**src/rtl/serirq_pkg.sv**
```systemverilog
package serirq_pkg;

    localparam int CTL_EN_BIT    = 31;
    localparam int CTL_QUIET_BIT = 30;
    localparam int CTL_WID_HI    = 25;
    localparam int CTL_WID_LO    = 24;
    localparam int CNT_W         = 4;

    typedef enum logic [2:0] {
        ST_IDLE,
        ST_START,
        ST_SLOT,
        ST_STOP,
        ST_TAR,
        ST_QWAIT
    } sq_state_e;

    typedef struct packed {
        logic       en;
        logic       quiet;
        logic [1:0] wsel;
    } sq_cfg_t;

    // Start pulse width in clocks for a width-select code.
    function automatic logic [CNT_W-1:0] start_clocks(input logic [1:0] wsel);
        case (wsel)
            2'b00:   return CNT_W'(4);
            2'b01:   return CNT_W'(6);
            default: return CNT_W'(8);
        endcase
    endfunction

endpackage

```
**src/rtl/serirq_ctl_reg.sv**
```systemverilog
module serirq_ctl_reg
    import serirq_pkg::*;
(
    input  logic        clk,
    input  logic        rst_n,
    input  logic        we,
    input  logic [31:0] wdata,
    output sq_cfg_t     cfg
);
    sq_cfg_t cfg_d, cfg_q;

    // Bits with no function are simply not stored.
    logic wdata_unused;
    assign wdata_unused = ^{wdata[29:26], wdata[23:0]};

    always_comb begin
        cfg_d = cfg_q;
        if (we) begin
            cfg_d.en    = wdata[CTL_EN_BIT];
            cfg_d.quiet = wdata[CTL_QUIET_BIT];
            cfg_d.wsel  = wdata[CTL_WID_HI:CTL_WID_LO];
        end
    end

    always_ff @(posedge clk or negedge rst_n) begin
        if (!rst_n) cfg_q <= '0;
        else        cfg_q <= cfg_d;
    end

    assign cfg = cfg_q;
endmodule

```
**src/rtl/serirq_frame_fsm.sv**
```systemverilog
module serirq_frame_fsm
    import serirq_pkg::*;
#(
    parameter  int NUM_SLOTS = 17,
    parameter  int SLOT_CLKS = 3,
    localparam int SLOT_W    = $clog2(NUM_SLOTS),
    localparam int PH_W      = $clog2(SLOT_CLKS)
) (
    input  logic              clk,
    input  logic              rst_n,
    input  sq_cfg_t           cfg,
    input  logic              line_in,
    output logic              drive_low,
    output logic              smp_en,
    output logic [SLOT_W-1:0] smp_idx,
    output logic              commit
);
    localparam logic [SLOT_W-1:0] LAST_SLOT = SLOT_W'(NUM_SLOTS - 1);
    localparam logic [PH_W-1:0]   LAST_PH   = PH_W'(SLOT_CLKS - 1);

    typedef struct packed {
        sq_state_e         state;
        logic [CNT_W-1:0]  cnt;
        logic [SLOT_W-1:0] slot;
        logic [PH_W-1:0]   phase;
        logic              act_quiet;
    } fsm_regs_t;

    fsm_regs_t d, q;
    logic [CNT_W-1:0] width_now;

    assign width_now = start_clocks(cfg.wsel);

    always_comb begin
        d      = q;
        smp_en = 1'b0;
        commit = 1'b0;
        if (!cfg.en) begin
            d.state = ST_IDLE;
            d.cnt   = '0;
            d.slot  = '0;
            d.phase = '0;
        end else begin
            case (q.state)
                ST_IDLE: begin
                    d.state     = ST_START;
                    d.cnt       = width_now - CNT_W'(1);
                    d.act_quiet = cfg.quiet;
                end
                ST_START: begin
                    if (q.cnt == '0) begin
                        d.state = ST_SLOT;
                        d.slot  = '0;
                        d.phase = '0;
                    end else begin
                        d.cnt = q.cnt - CNT_W'(1);
                    end
                end
                ST_SLOT: begin
                    smp_en = (q.phase == '0);
                    if (q.phase == LAST_PH) begin
                        d.phase = '0;
                        if (q.slot == LAST_SLOT) begin
                            commit  = 1'b1;
                            d.state = ST_STOP;
                            d.cnt   = q.act_quiet ? CNT_W'(1) : CNT_W'(2);
                        end else begin
                            d.slot = q.slot + SLOT_W'(1);
                        end
                    end else begin
                        d.phase = q.phase + PH_W'(1);
                    end
                end
                ST_STOP: begin
                    if (q.cnt == '0) d.state = ST_TAR;
                    else             d.cnt   = q.cnt - CNT_W'(1);
                end
                ST_TAR: begin
                    if (q.act_quiet) begin
                        d.state = ST_QWAIT;
                    end else begin
                        d.state     = ST_START;
                        d.cnt       = width_now - CNT_W'(1);
                        d.act_quiet = cfg.quiet;
                    end
                end
                ST_QWAIT: begin
                    if (!line_in) begin
                        // The request clock already counts toward the width.
                        d.state     = ST_START;
                        d.cnt       = width_now - CNT_W'(2);
                        d.act_quiet = cfg.quiet;
                    end
                end
                default: d.state = ST_IDLE;
            endcase
        end
    end

    always_ff @(posedge clk or negedge rst_n) begin
        if (!rst_n) begin
            q.state     <= ST_IDLE;
            q.cnt       <= '0;
            q.slot      <= '0;
            q.phase     <= '0;
            q.act_quiet <= 1'b0;
        end else begin
            q <= d;
        end
    end

    assign drive_low = cfg.en && (q.state == ST_START || q.state == ST_STOP);
    assign smp_idx   = q.slot;

    assert_stop_max_R6: assert property (@(posedge clk) disable iff (!rst_n)
        (q.state == ST_STOP && $past(q.state) == ST_STOP && $past(q.state, 2) == ST_STOP)
        |=> q.state != ST_STOP)
        else $error("stop pulse longer than three clocks");

    assert_quiet_wait_R8: assert property (@(posedge clk) disable iff (!rst_n)
        (q.state == ST_QWAIT && line_in && cfg.en) |=> q.state == ST_QWAIT)
        else $error("quiet idle left without a request");

    assert_slot_bound_R4: assert property (@(posedge clk) disable iff (!rst_n)
        q.slot <= LAST_SLOT)
        else $error("slot index out of range");
endmodule

```
**src/rtl/serirq_slot_capture.sv**
```systemverilog
module serirq_slot_capture #(
    parameter  int NUM_SLOTS = 17,
    localparam int SLOT_W    = $clog2(NUM_SLOTS)
) (
    input  logic                 clk,
    input  logic                 rst_n,
    input  logic                 en,
    input  logic                 line_in,
    input  logic                 smp_en,
    input  logic [SLOT_W-1:0]    smp_idx,
    input  logic                 commit,
    output logic [NUM_SLOTS-1:0] irq_level
);
    typedef struct packed {
        logic [NUM_SLOTS-1:0] cap;
        logic [NUM_SLOTS-1:0] irq;
    } cap_regs_t;

    cap_regs_t d, q;

    always_comb begin
        d = q;
        if (!en) begin
            d = '0;
        end else begin
            if (smp_en) d.cap[smp_idx] = ~line_in;
            if (commit) d.irq = q.cap;
        end
    end

    always_ff @(posedge clk or negedge rst_n) begin
        if (!rst_n) q <= '0;
        else        q <= d;
    end

    assign irq_level = en ? q.irq : '0;

    assert_irq_hold_R9: assert property (@(posedge clk) disable iff (!rst_n)
        (en && !commit) |=> q.irq == $past(q.irq))
        else $error("irq levels moved outside a frame boundary");
endmodule

```
**src/rtl/serirq_host.sv**
```systemverilog
module serirq_host
    import serirq_pkg::*;
#(
    parameter  int NUM_SLOTS = 17,
    parameter  int SLOT_CLKS = 3,
    localparam int SLOT_W    = $clog2(NUM_SLOTS)
) (
    input  logic                 lclk,
    input  logic                 rst_n,
    input  logic                 serirq_in,
    output logic                 serirq_pull,
    input  logic                 ctl_we,
    input  logic [31:0]          ctl_wdata,
    output logic [NUM_SLOTS-1:0] irq_level
);
    sq_cfg_t           cfg;
    logic              smp_en;
    logic              commit;
    logic [SLOT_W-1:0] smp_idx;

    serirq_ctl_reg u_ctl (
        .clk   (lclk),
        .rst_n (rst_n),
        .we    (ctl_we),
        .wdata (ctl_wdata),
        .cfg   (cfg)
    );

    serirq_frame_fsm #(
        .NUM_SLOTS (NUM_SLOTS),
        .SLOT_CLKS (SLOT_CLKS)
    ) u_fsm (
        .clk       (lclk),
        .rst_n     (rst_n),
        .cfg       (cfg),
        .line_in   (serirq_in),
        .drive_low (serirq_pull),
        .smp_en    (smp_en),
        .smp_idx   (smp_idx),
        .commit    (commit)
    );

    serirq_slot_capture #(
        .NUM_SLOTS (NUM_SLOTS)
    ) u_cap (
        .clk       (lclk),
        .rst_n     (rst_n),
        .en        (cfg.en),
        .line_in   (serirq_in),
        .smp_en    (smp_en),
        .smp_idx   (smp_idx),
        .commit    (commit),
        .irq_level (irq_level)
    );

    assert_disable_R1: assert property (@(posedge lclk) disable iff (!rst_n)
        (ctl_we && !ctl_wdata[CTL_EN_BIT]) |=> (!serirq_pull && irq_level == '0))
        else $error("line or irq outputs active after disable");
endmodule

```
**config.mk**
```make
export PLATFORM = sky130hd
export DESIGN_NAME = serirq_host
export DESIGN_NICKNAME = d
export VERILOG_FILES = /design/src/rtl/serirq_pkg.sv /design/src/rtl/serirq_ctl_reg.sv /design/src/rtl/serirq_frame_fsm.sv /design/src/rtl/serirq_slot_capture.sv /design/src/rtl/serirq_host.sv
export SDC_FILE = /design/constraint.sdc
export NUM_CORES = 1
export LEC_CHECK = 0
export ABC_AREA = 0
export BUFFER_PORTS_ARGS = -buffer_cell sky130_fd_sc_hd__buf_2
export CAP_MARGIN = 0
export CORE_MARGIN = 5
export CORE_UTILIZATION = 56
export DETAILED_ROUTE_END_ITERATION = 8
export PLACE_DENSITY = 0.8
export SLEW_MARGIN = 20
export SYNTH_ARGS = -nofsm -noshare
export SYNTH_HDL_FRONTEND = slang
export SYNTH_HIERARCHICAL = 1
export SYNTH_SLANG_ARGS = --single-unit
```
**constraint.sdc**
```tcl
create_clock -name lclk -period 2.4 [get_ports lclk]
set_input_delay 0 -clock lclk [delete_from_list [all_inputs] [get_ports lclk]]
set_output_delay 0 -clock lclk [all_outputs]
set_load 0.01 [all_outputs]
```
==> qor.yml <==
status: "finished clean"
synth-async-reset-ratio_pct: 100
numPortBuffers: 25
yosysSeqAreaShare_pct: 44.9
fp.dieW_microns: 82.6
setup_ws_ps: 252
seq_area_sq_um: 1330
cts_tree: "built"
design_area_sq_um: 3290
setup_tns_ps: 0
skew_ps: 6.48
hold_path_end: "u_ctl/cfg[2]$_DFFE_PN0P_"
clk_pin_slew_ps: 90
slew_viol_final: 0
fp.dieArea_sq_um: 6830
drive_above_1_share_pct: 19.2
drtAntennaViolNets: 0
setup.worst_path.start_class: "register"
synth.net_count: 326
hp-start: "ctl_we"
drt_iter0_drc: 94
crit_family: "simple AND/OR/NAND/NOR gates"
synthTopCellsByArea: "dfrtp_1, mux2i_1, nand2_1"
worstRegToRegCells: 5
cts-root-buf: "clkbuf_8"
maxCapViolCount: 0
cts_buffers: 5
place_ws_ps: 269
finalCritPeriodShare_pct: 89.5
antenna_found_initial: 0
fin_util_pct: 64.5
cts_sinks: 53
max_freq_ghz: 0.465
setup_viol: 0
ctsResizeCount: 0
multi_input_area_sq_um: 1510
gp_congestion: 0.799
grt_pass1_vias: 2053
timing.rr.start: "u_fsm/q[14]$_DFFE_PN0P_"
clock_path_buffers: 2
critPathMaxFanout: 10
grt_overflow: 0
ys_ff_latch: 53
critical_path.slowest_cell: "dfrtp_1"
start_util_pct: 57.8
nNetsFinal: 351
drc_errors: 0
synth_cells: 287
reg2reg_slack_ps: 250
cts_max_level: 2
synth_edf_count: 0
fin_cells: 383
relSlewSlack_pct: 58.9
ys_warn_count: 6
synth_area_per_cell_sq_um: 10.3
leakagePower_uw: 0.00151
clk_latency_ps: 300
place_area_sq_um: 3110
max_stage_delay_ps: 510
core_area_sq_um: 5110
cp_data_arrival_time_ps: 2310
crit_chain: "nand4bb_1 -> nor3_1 -> nor3b_2 -> nand2_1 -> mux2i_1"
crit_required_ps: 2560
synth_cell_type_count: 50
hpwl_microns: 3820
placedCellCount: 370
final_hold_viol_count: 0
worstPathBufferInverterCount: 0
worst_pin_slew_ps: 617
worstSetupPathType: "reg2reg"
grt_pass1_wl_microns: 9580
fillerInstances: 421
vias: 2089
routedWlPerCell_microns: 14.4
endpoint_kind: "register"
hold_depth: 2
power_density_nw_per_um2: 695
grt_usage_pct: 18.1
wl_microns: 5500
hold_path.class: "in2reg"
yosysMostFrequentCell: "dfrtp_1"
fin_crit_ps: 2150
rsz0062_at_grt: "no"
vias_per_cell: 5.45
synth_area_sq_um: 2950
synth.top_cells.by_count: "dfrtp_1, nand2_1, mux2i_1, nor2b_1, and2_1"
grt_max_degree: 69
firstDrtPassIters: 4
r2r_end: "u_cap/q[17]$_DFFE_PN0P_"
synth_ff_type: "dfrtp_1"
ir_worst_vdd_uv: 579
die_h_microns: 82.6
area_growth_pct: 11.5
synth.largest_area_cell: "dfrtp_1"
ios: 54
synth_top_cell_area_share_pct: 44.9
fp-row-count: 26
diodes: 0
-- power by group --
group | switching (uW) | internal, uW
combinational | 318 | 253
clock | 284 | 414
sequential | 75.8 | 946
-- cell usage in the layout (no fill, tap or decap), types with 3 or more instances in the layout --
master	Yosys	routed
buf_2	4	25
a21oi_1	5	5
and3b_1	3	3
nand2_1	43	43
mux2i_1	35	35
ha_1	3	3
nor2_1	5	5
nand3_1	5	5
nand4_1	4	4
and2_1	18	18
nor2b_1	24	24
mux2_2	5	5
inv_1	3	3
clkbuf_8	0	5
o2bb2ai_1	3	3
nand2b_1	10	10
o21ai_0	3	3
nor3_1	4	3
o31a_1	3	3
a22o_1	3	3
buf_4	8	7
nor3b_2	3	3
dlygate4sd3_1	0	5
dfrtp_1	53	53
o22ai_1	3	3
-- kinds of logic after synthesis --
| family | count (synthesis) | synth area share [%] |
|---|---|---|
| AND/OR/NAND/NOR | 132 | 26.3 |
| flip-flops | 53 | 44.9 |
| multiplexers | 40 | 13.8 |
| AO/OA/AOI/OAI | 35 | 8.98 |
| buffers and inverters | 22 | 4.24 |
| adder cells (fa/ha/maj) | 3 | 1.27 |
| XOR/XNOR | 2 | 0.593 |
-- metrics by stage --
step	hold slack, ps	power, uW
after floorplan	-296	1460
after global placement	33.2	1580
after detailed placement	30.4	1600
after CTS	5.85	2310
after global routing	0.439	2420
final	22.6	2290
-- worst max path at each step --
| stage | slack (ps) | cells past startpoint | start | endpoint |
|---|---|---|---|---|
| after floorplan | 600 | 8 | u_fsm/q[14]$_DFFE_PN0P_ | u_fsm/q[10]$_DFFE_PN0P_ |
| after global placement | 330 | 5 | u_fsm/q[14]$_DFFE_PN0P_ | u_cap/q[33]$_DFFE_PN0P_ |
| after detailed placement | 270 | 5 | u_fsm/q[14]$_DFFE_PN0P_ | u_cap/q[33]$_DFFE_PN0P_ |
| after CTS | 250 | 5 | u_fsm/q[14]$_DFFE_PN0P_ | u_cap/q[33]$_DFFE_PN0P_ |
| after global routing | 50 | 5 | u_fsm/q[14]$_DFFE_PN0P_ | u_cap/q[33]$_DFFE_PN0P_ |
| final | 250 | 5 | u_fsm/q[14]$_DFFE_PN0P_ | u_cap/q[17]$_DFFE_PN0P_ |
-- layout make-up --
| cell class | count | share of cell area, % |
|---|---|---|
| Multi-Input combinational cell | 212 | 45.8 |
| Sequential cell | 53 | 40.3 |
| Clock buffer | 5 | 2.09 |
| Clock inverter | 3 | 1.97 |
| Inverter | 3 | 0.342 |
| Timing Repair Buffer | 37 | 6.91 |
| Tap cell | 70 | 2.66 |
-- worst reg2reg max path, stage by stage, from the launching register on --
cell	delay, ps
dfrtp_1	510
nand4bb_1	320
nor3_1	440
nor3b_2	440
nand2_1	150
mux2i_1	150
-- metal layers --
| layer | wire, microns | global-route usage [%] | vias to the layer above |
|---|---|---|---|
| met1 | 2600 | 23.7 | 1008 |
| met3 | 181 | 3.25 | 5 |
| met5 | 0 | 0 | - |
| li1 | - | - | 1045 |
| met4 | 58 | 4.90 | 0 |
| met2 | 2660 | 30.9 | 31 |
-- flip-flops by register name, summed over array words and instances, names as in the netlist --
name and cells:
u_fsm/smp_idx 5, u_fsm/q 10, u_ctl/cfg 4, u_cap/q 34
-- what timing repair did --
action                                  CTS  global route
endpoints found under the setup margin    0             0
setup buffers                             0             0
hold endpoints to repair                 29             0
hold buffers                              5             0
Power figures use the tool's default switching activity.
